File: src/rtl/cq_pkg.sv
package cq_pkg;
    localparam int CQ_COEF_W     = 16;
    localparam int CQ_QP_W       = 6;
    localparam int CQ_MF_W       = 14;
    localparam int CQ_SH_W       = 5;
    localparam int CQ_SHIFT_BASE = 15;
    localparam int CQ_QP_MAX     = 51;
    localparam int CQ_N_SHIFT    = CQ_QP_MAX / 6 + 1;

    typedef enum logic [1:0] {
        POS_BOTH_EVEN = 2'd0,
        POS_BOTH_ODD  = 2'd1,
        POS_MIXED     = 2'd2
    } pos_class_e;
endpackage

File: src/rtl/cq_qp_split.sv
module cq_qp_split
    import cq_pkg::*;
#(
    parameter int QP_W = CQ_QP_W,
    parameter int SH_W = CQ_SH_W
) (
    input  logic [QP_W-1:0] qp,
    output logic [2:0]      qp_rem,
    output logic [SH_W-1:0] shift
);
    always_comb begin
        qp_rem = 3'(int'(qp) % 6);
        shift  = SH_W'(CQ_SHIFT_BASE + int'(qp) / 6);
    end
endmodule

File: src/rtl/cq_factor_rom.sv
module cq_factor_rom
    import cq_pkg::*;
#(
    parameter int MF_W = CQ_MF_W
) (
    input  logic [2:0]      qp_rem,
    input  logic [1:0]      row,
    input  logic [1:0]      col,
    output logic [MF_W-1:0] factor
);
    pos_class_e      pclass;
    logic [MF_W-1:0] f_even, f_odd, f_mixed;

    always_comb begin
        if (!row[0] && !col[0])
            pclass = POS_BOTH_EVEN;
        else if (row[0] && col[0])
            pclass = POS_BOTH_ODD;
        else
            pclass = POS_MIXED;
    end

    always_comb begin
        unique case (qp_rem)
            3'd0: begin f_even = MF_W'(13107); f_odd = MF_W'(5243); f_mixed = MF_W'(8066); end
            3'd1: begin f_even = MF_W'(11916); f_odd = MF_W'(4660); f_mixed = MF_W'(7490); end
            3'd2: begin f_even = MF_W'(10082); f_odd = MF_W'(4194); f_mixed = MF_W'(6554); end
            3'd3: begin f_even = MF_W'(9362);  f_odd = MF_W'(3647); f_mixed = MF_W'(5825); end
            3'd4: begin f_even = MF_W'(8192);  f_odd = MF_W'(3355); f_mixed = MF_W'(5243); end
            3'd5: begin f_even = MF_W'(7282);  f_odd = MF_W'(2893); f_mixed = MF_W'(4559); end
            default: begin f_even = '0; f_odd = '0; f_mixed = '0; end
        endcase
    end

    always_comb begin
        unique case (pclass)
            POS_BOTH_EVEN: factor = f_even;
            POS_BOTH_ODD:  factor = f_odd;
            default:       factor = f_mixed;
        endcase
    end
endmodule

File: src/rtl/cq_round_offset.sv
module cq_round_offset
    import cq_pkg::*;
#(
    parameter int PROD_W = 31,
    parameter int SH_W   = CQ_SH_W
) (
    input  logic [SH_W-1:0]   shift,
    input  logic              intra,
    output logic [PROD_W-1:0] offset
);
    logic [PROD_W-1:0] off_intra [CQ_N_SHIFT];
    logic [PROD_W-1:0] off_inter [CQ_N_SHIFT];

    for (genvar k = 0; k < CQ_N_SHIFT; k++) begin : g_off
        localparam longint STEP = longint'(1) << (CQ_SHIFT_BASE + k);
        assign off_intra[k] = PROD_W'(STEP / 3);
        assign off_inter[k] = PROD_W'(STEP / 6);
    end

    always_comb begin
        offset = '0;
        for (int k = 0; k < CQ_N_SHIFT; k++) begin
            if (shift == SH_W'(CQ_SHIFT_BASE + k))
                offset = intra ? off_intra[k] : off_inter[k];
        end
    end
endmodule

File: src/rtl/coef_quantizer.sv
module coef_quantizer
    import cq_pkg::*;
#(
    parameter int COEF_W = CQ_COEF_W,
    parameter int QP_W   = CQ_QP_W,
    parameter int MF_W   = CQ_MF_W,
    parameter int SH_W   = CQ_SH_W,
    parameter int LVL_W  = 16
) (
    input  logic              clk,
    input  logic              rst_n,
    input  logic              in_valid,
    input  logic [COEF_W-1:0] in_coef,
    input  logic [1:0]        in_row,
    input  logic [1:0]        in_col,
    input  logic [QP_W-1:0]   in_qp,
    input  logic              in_intra,
    output logic              out_valid,
    output logic [LVL_W-1:0]  out_level
);
    localparam int PROD_W = COEF_W + MF_W + 1;

    // stage 0: decode and magnitude
    logic [2:0]        qp_rem;
    logic [SH_W-1:0]   shift_d;
    logic [MF_W-1:0]   factor_d;
    logic [COEF_W-1:0] mag_d;

    cq_qp_split #(.QP_W(QP_W), .SH_W(SH_W)) i_qp_split (
        .qp     (in_qp),
        .qp_rem (qp_rem),
        .shift  (shift_d)
    );

    cq_factor_rom #(.MF_W(MF_W)) i_factor_rom (
        .qp_rem (qp_rem),
        .row    (in_row),
        .col    (in_col),
        .factor (factor_d)
    );

    assign mag_d = in_coef[COEF_W-1] ? (~in_coef + COEF_W'(1)) : in_coef;

    // stage 1 registers
    logic              s1_valid, s1_neg, s1_intra;
    logic [COEF_W-1:0] s1_mag;
    logic [MF_W-1:0]   s1_factor;
    logic [SH_W-1:0]   s1_shift;

    always_ff @(posedge clk or negedge rst_n) begin
        if (!rst_n) begin
            s1_valid  <= 1'b0;
            s1_neg    <= 1'b0;
            s1_intra  <= 1'b0;
            s1_mag    <= '0;
            s1_factor <= '0;
            s1_shift  <= '0;
        end else begin
            s1_valid  <= in_valid;
            s1_neg    <= in_coef[COEF_W-1];
            s1_intra  <= in_intra;
            s1_mag    <= mag_d;
            s1_factor <= factor_d;
            s1_shift  <= shift_d;
        end
    end

    // stage 1 -> 2: multiply and add rounding offset
    logic [PROD_W-1:0] offset_d;
    logic [PROD_W-1:0] sum_d;

    cq_round_offset #(.PROD_W(PROD_W), .SH_W(SH_W)) i_round_offset (
        .shift  (s1_shift),
        .intra  (s1_intra),
        .offset (offset_d)
    );

    assign sum_d = PROD_W'(s1_mag) * PROD_W'(s1_factor) + offset_d;

    logic              s2_valid, s2_neg;
    logic [PROD_W-1:0] s2_sum;
    logic [SH_W-1:0]   s2_shift;

    always_ff @(posedge clk or negedge rst_n) begin
        if (!rst_n) begin
            s2_valid <= 1'b0;
            s2_neg   <= 1'b0;
            s2_sum   <= '0;
            s2_shift <= '0;
        end else begin
            s2_valid <= s1_valid;
            s2_neg   <= s1_neg;
            s2_sum   <= sum_d;
            s2_shift <= s1_shift;
        end
    end

    // stage 2 -> 3: shift and restore sign
    logic [PROD_W-1:0] shifted_d;
    logic [LVL_W-1:0]  lvl_mag_d;
    logic [LVL_W-1:0]  lvl_d;

    always_comb begin
        shifted_d = s2_sum >> s2_shift;
        lvl_mag_d = shifted_d[LVL_W-1:0];
        lvl_d     = s2_neg ? (~lvl_mag_d + LVL_W'(1)) : lvl_mag_d;
    end

    always_ff @(posedge clk or negedge rst_n) begin
        if (!rst_n) begin
            out_valid <= 1'b0;
            out_level <= '0;
        end else begin
            out_valid <= s2_valid;
            out_level <= lvl_d;
        end
    end
endmodule

File: config.mk
export PLATFORM = sky130hd
export DESIGN_NAME = coef_quantizer
export DESIGN_NICKNAME = d
export VERILOG_FILES = /design/src/rtl/cq_pkg.sv /design/src/rtl/cq_qp_split.sv /design/src/rtl/cq_factor_rom.sv /design/src/rtl/cq_round_offset.sv /design/src/rtl/coef_quantizer.sv
export SDC_FILE = /design/constraint.sdc
export NUM_CORES = 1
export LEC_CHECK = 0
export BUFFER_PORTS_ARGS = -buffer_cell sky130_fd_sc_hd__buf_4
export CAP_MARGIN = 20
export CORE_MARGIN = 4
export CORE_UTILIZATION = 65
export CTS_BUF_LIST = sky130_fd_sc_hd__clkbuf_16
export CTS_CLUSTER_DIAMETER = 120
export CTS_CLUSTER_SIZE = 12
export DETAILED_ROUTE_END_ITERATION = 16
export GPL_ROUTABILITY_DRIVEN = 0
export PLACE_DENSITY = 0.83
export SLEW_MARGIN = 20
export SYNTH_ARGS = -nofsm -noshare
export SYNTH_HDL_FRONTEND = slang
export SYNTH_SLANG_ARGS = --single-unit
File: constraint.sdc
create_clock -name clk -period 7.16 [get_ports clk]
set_input_delay 1.79 -clock clk [delete_from_list [all_inputs] [get_ports clk]]
set_output_delay 1.79 -clock clk [all_outputs]
set_load 0.005 [all_outputs]
==> out/metrics.csv <==
stage,metric,value,unit
status,status,finished clean,
drt,drt.antenna.violating_nets,0,
cts,cts-hold-fix-buffers,0,
sta,finalCriticalPeriod,6.81,ns
placed_design,preCtsSetupSlack,0.371,ns
flow_run,number_of_maximum_capacitance_violations,0,
setup_path,worst_path_largest_cell_delay,0.62,ns
sta,final-setup-viol-count,0,
setup_path,worst_path_dominant_cell_family,adder cells,
logic_synthesis,post_synth_edffs,0,
cts,cts_setup_buffers,0,
setup_path,reg2reg_launch_point,s1_shift[2],
logic_synthesis,synthAdderAreaFrac,37.4,%
sta,min_period_over_period,95.1,%
cts,clock_insertion_delay_worst_skew,0.37,ns
logic_synthesis,synth-seq-cells,93,
setup_path,ff2ff_setup_slack,0.35,ns
cts,clockBufferDepth,2,
sta,post-route-worst-setup-slack,0.352,ns
placed_design,io_buffers,44,
sta,max_freq,147,MHz
cts,path_clk_slew,0.07,ns
drt,detailedRoute.firstIterationViolations,874,
sta,final_max_slew_viol_count,0,
logic_synthesis,synth_cell_types,70,
sta,fin_worst_skew,0.0193,ns
setup_path,stages_on_worst_setup_path,21,
sta,hold_viol,0,
cells_and_area,layout.cells.most_common,inv_1,
floorplanning,die_x,152,um
sta,worst-slew-pin-transition,1.04,ns
cells_and_area,final_layout_size_suffix_gt1_share,9.30,%
floorplanning,number_of_rows_in_the_core_area,52,
placed_design,hpwl,24600,um
cells_and_area,post_synthesis_to_final_layout_area_growth,6.35,%
cells_and_area,design.final.nets,1743,
setup_path,crit_path_frequent_cell,fa_1,
logic_synthesis,main_combinational_cell_family_by_area_after_synthesis,adder cells,
logic_synthesis,post_synth_instance_area,13400,um2
sta,setup_tns,0,ns
cts,cts_tree,yes,
drt,detail_route.drc_violations,0,
cts,clock_sink_count,93,
setup_path,worst_setup_path_end_kind,flop,
global_routing,largest_net_degree_at_the_start_of_global_routing,63,
logic_synthesis,post_synth_xor_area_fraction,3.40,%
logic_synthesis,synth_fp_nets,1738,
setup_path,timing.setup.critical_path_class,reg2reg,
floorplanning,start_util,66.3,%
floorplanning,pin_count,47,
logic_synthesis,syn_inst,1420,
setup_path,critical_path_peak_fanout,6,
cells_and_area,layout_common_cells,"inv_1 (212), nand2_1 (202), fa_1 (188)",
setup_path,critPathLaunch,s1_shift[2],
floorplanning,full_die_area,23000,um2
logic_synthesis,area_share_of_and_or_nand_nor_cells_after_synthesis,14.6,%
drt,avgViaCountPerCell,6.12,
cts,cts-htree-levels,3,
worst_hold_path,hold_path_depth,0,
setup_path,worstRegToRegCells,21,
floorplanning,die_height,152,um
global_routing,global_route.overflow_total,0,
logic_synthesis,post_synth_mux_area_share,8.23,%
logic_synthesis,synth_seq_area_share,17.4,%
drt,route.vias.total,10400,
setup_path,cp.arrival,7.05,ns
setup_path,cp_buf_inv_count,3,
worst_hold_path,min_from,s2_valid,
global_routing,antenna_found_initial,0,
setup_path,crit_path_top_delay_cell,fa_1,
logic_synthesis,synth-main-ff-cell,dfrtp_1,
global_routing,track_usage,28.5,%
logic_synthesis,syn_area_per_cell,9.44,um2
drt,wl_per_cell,18.3,um
cells_and_area,n_antenna_cell,0,
worst_hold_path,min-delay-path-class,reg2reg,
setup_path,worst_ep_required_time,7.41,ns
cts,cts_inserted_buffers,9,
setup_path,crit_path_start_kind,flop,
logic_synthesis,synth_compound_gate_area_share,10.9,%
global_routing,grt_first_pass_wirelength,52000,um
logic_synthesis,yosysWarningCount,0,
setup_path,critical_path_cell_sequence,nand2_1 > nor3b_2 > o21a_1 > a22oi_1 > inv_1 > fa_1 > fa_1 > fa_1 > inv_1 > fa_1 > fa_1 > inv_1 > fa_1 > ha_1 > a21o_1 > a211oi_1 > a31oi_1 > a22o_1 > a21oi_1 > o21ai_0 > o311ai_0,
floorplanning,core_area,20200,um2
cts,clk_root_buffer_cell,clkbuf_16,
global_routing,via_count_of_the_first_global_routing_pass,10600,
drt,first_pass_iters,7,
logic_synthesis,post_synthesis_async_set_or_reset_flop_share,100,%
sta,slew_headroom,30.6,%
drt,routed_wl,31000,um
-- metrics by stage --
stage,util [%],instances,hold WS (ns),instance area (um2)
6_report,70.5,1700,0.353,14300
5_1_grt,70.5,1700,0.370,14300
4_1_cts,70.3,1700,0.355,14200
3_5_place_dp,68.7,1684,0.339,13900
3_3_place_gp,68.7,1684,0.334,13900
2_1_floorplan,-,1420,0.331,13400
-- kinds of logic after synthesis --
family | count (synthesis)
buffers and inverters | 278
adders and majority gates | 288
DFF | 93
AOI/OAI and AO/OA | 216
xor gates and xnor gates | 52
and+or+nand+nor | 416
muxes | 77
-- registers in the layout, indices dropped and copies added (netlist names) --
register	flops
s1_mag	16
s1_intra	1
s1_valid	1
s2_neg	1
out_level	16
s2_valid	1
s2_sum	31
s1_neg	1
s1_shift	5
out_valid	1
s2_shift	5
s1_factor	14
-- synth_stat cells (8+ instances only) --
cell type  instances  area, um2
inv_1            212        796
mux2i_1           36        360
xor2_1            15        131
a211oi_1          10       75.1
mux4_2            25        563
nor3_1            16       80.1
nor2_1            49        184
ha_1             100       1250
xnor2_1           37        324
fa_1             188       3760
nand3_1           14       70.1
dfrtp_1           93       2330
nand2b_1           9       56.3
a21o_1            11       82.6
clkbuf_1          50        188
and2_1            92        576
o31ai_1            8       60.1
a21oi_1           44        220
nand2_1          202        758
o22ai_1           13       81.3
mux2_2            16        180
nor2b_1            8       50.1
o21ai_0           45        225
-- layer usage --
layer,vias up,GRT usage (%),wire [um]
li1,4669,-,-
met1,5193,37.8,12100
met2,455,48.7,15900
met3,93,3.69,2000
met4,0,10.2,1060
met5,-,0,0
-- area by class of cell --
type / instances / area, um2
sequential: 93 / 2330
fill: 1459 / 5980
clock inverter: 7 / 106
clock buffer: 9 / 225
inverter: 217 / 815
tap: 270 / 338
multi-input combinational: 1049 / 10000
timing repair buffer: 55 / 413
-- repair_timing --
item | CTS | global route
resized for setup | 0 | 4
hold endpoints to repair | 0 | 0
setup endpoints to repair | 0 | 7
-- worst paths after layout --
kind                                end
max                          s2_sum[29]
min                           out_valid
max reg2reg                  s2_sum[29]
min reg2reg                   out_valid
max in group asynchronous   s2_shift[1]
min in group asynchronous  out_level[0]
Power is not shown: default switching activity piles up to over one toggle a cycle in this logic, so the estimate is an artifact.
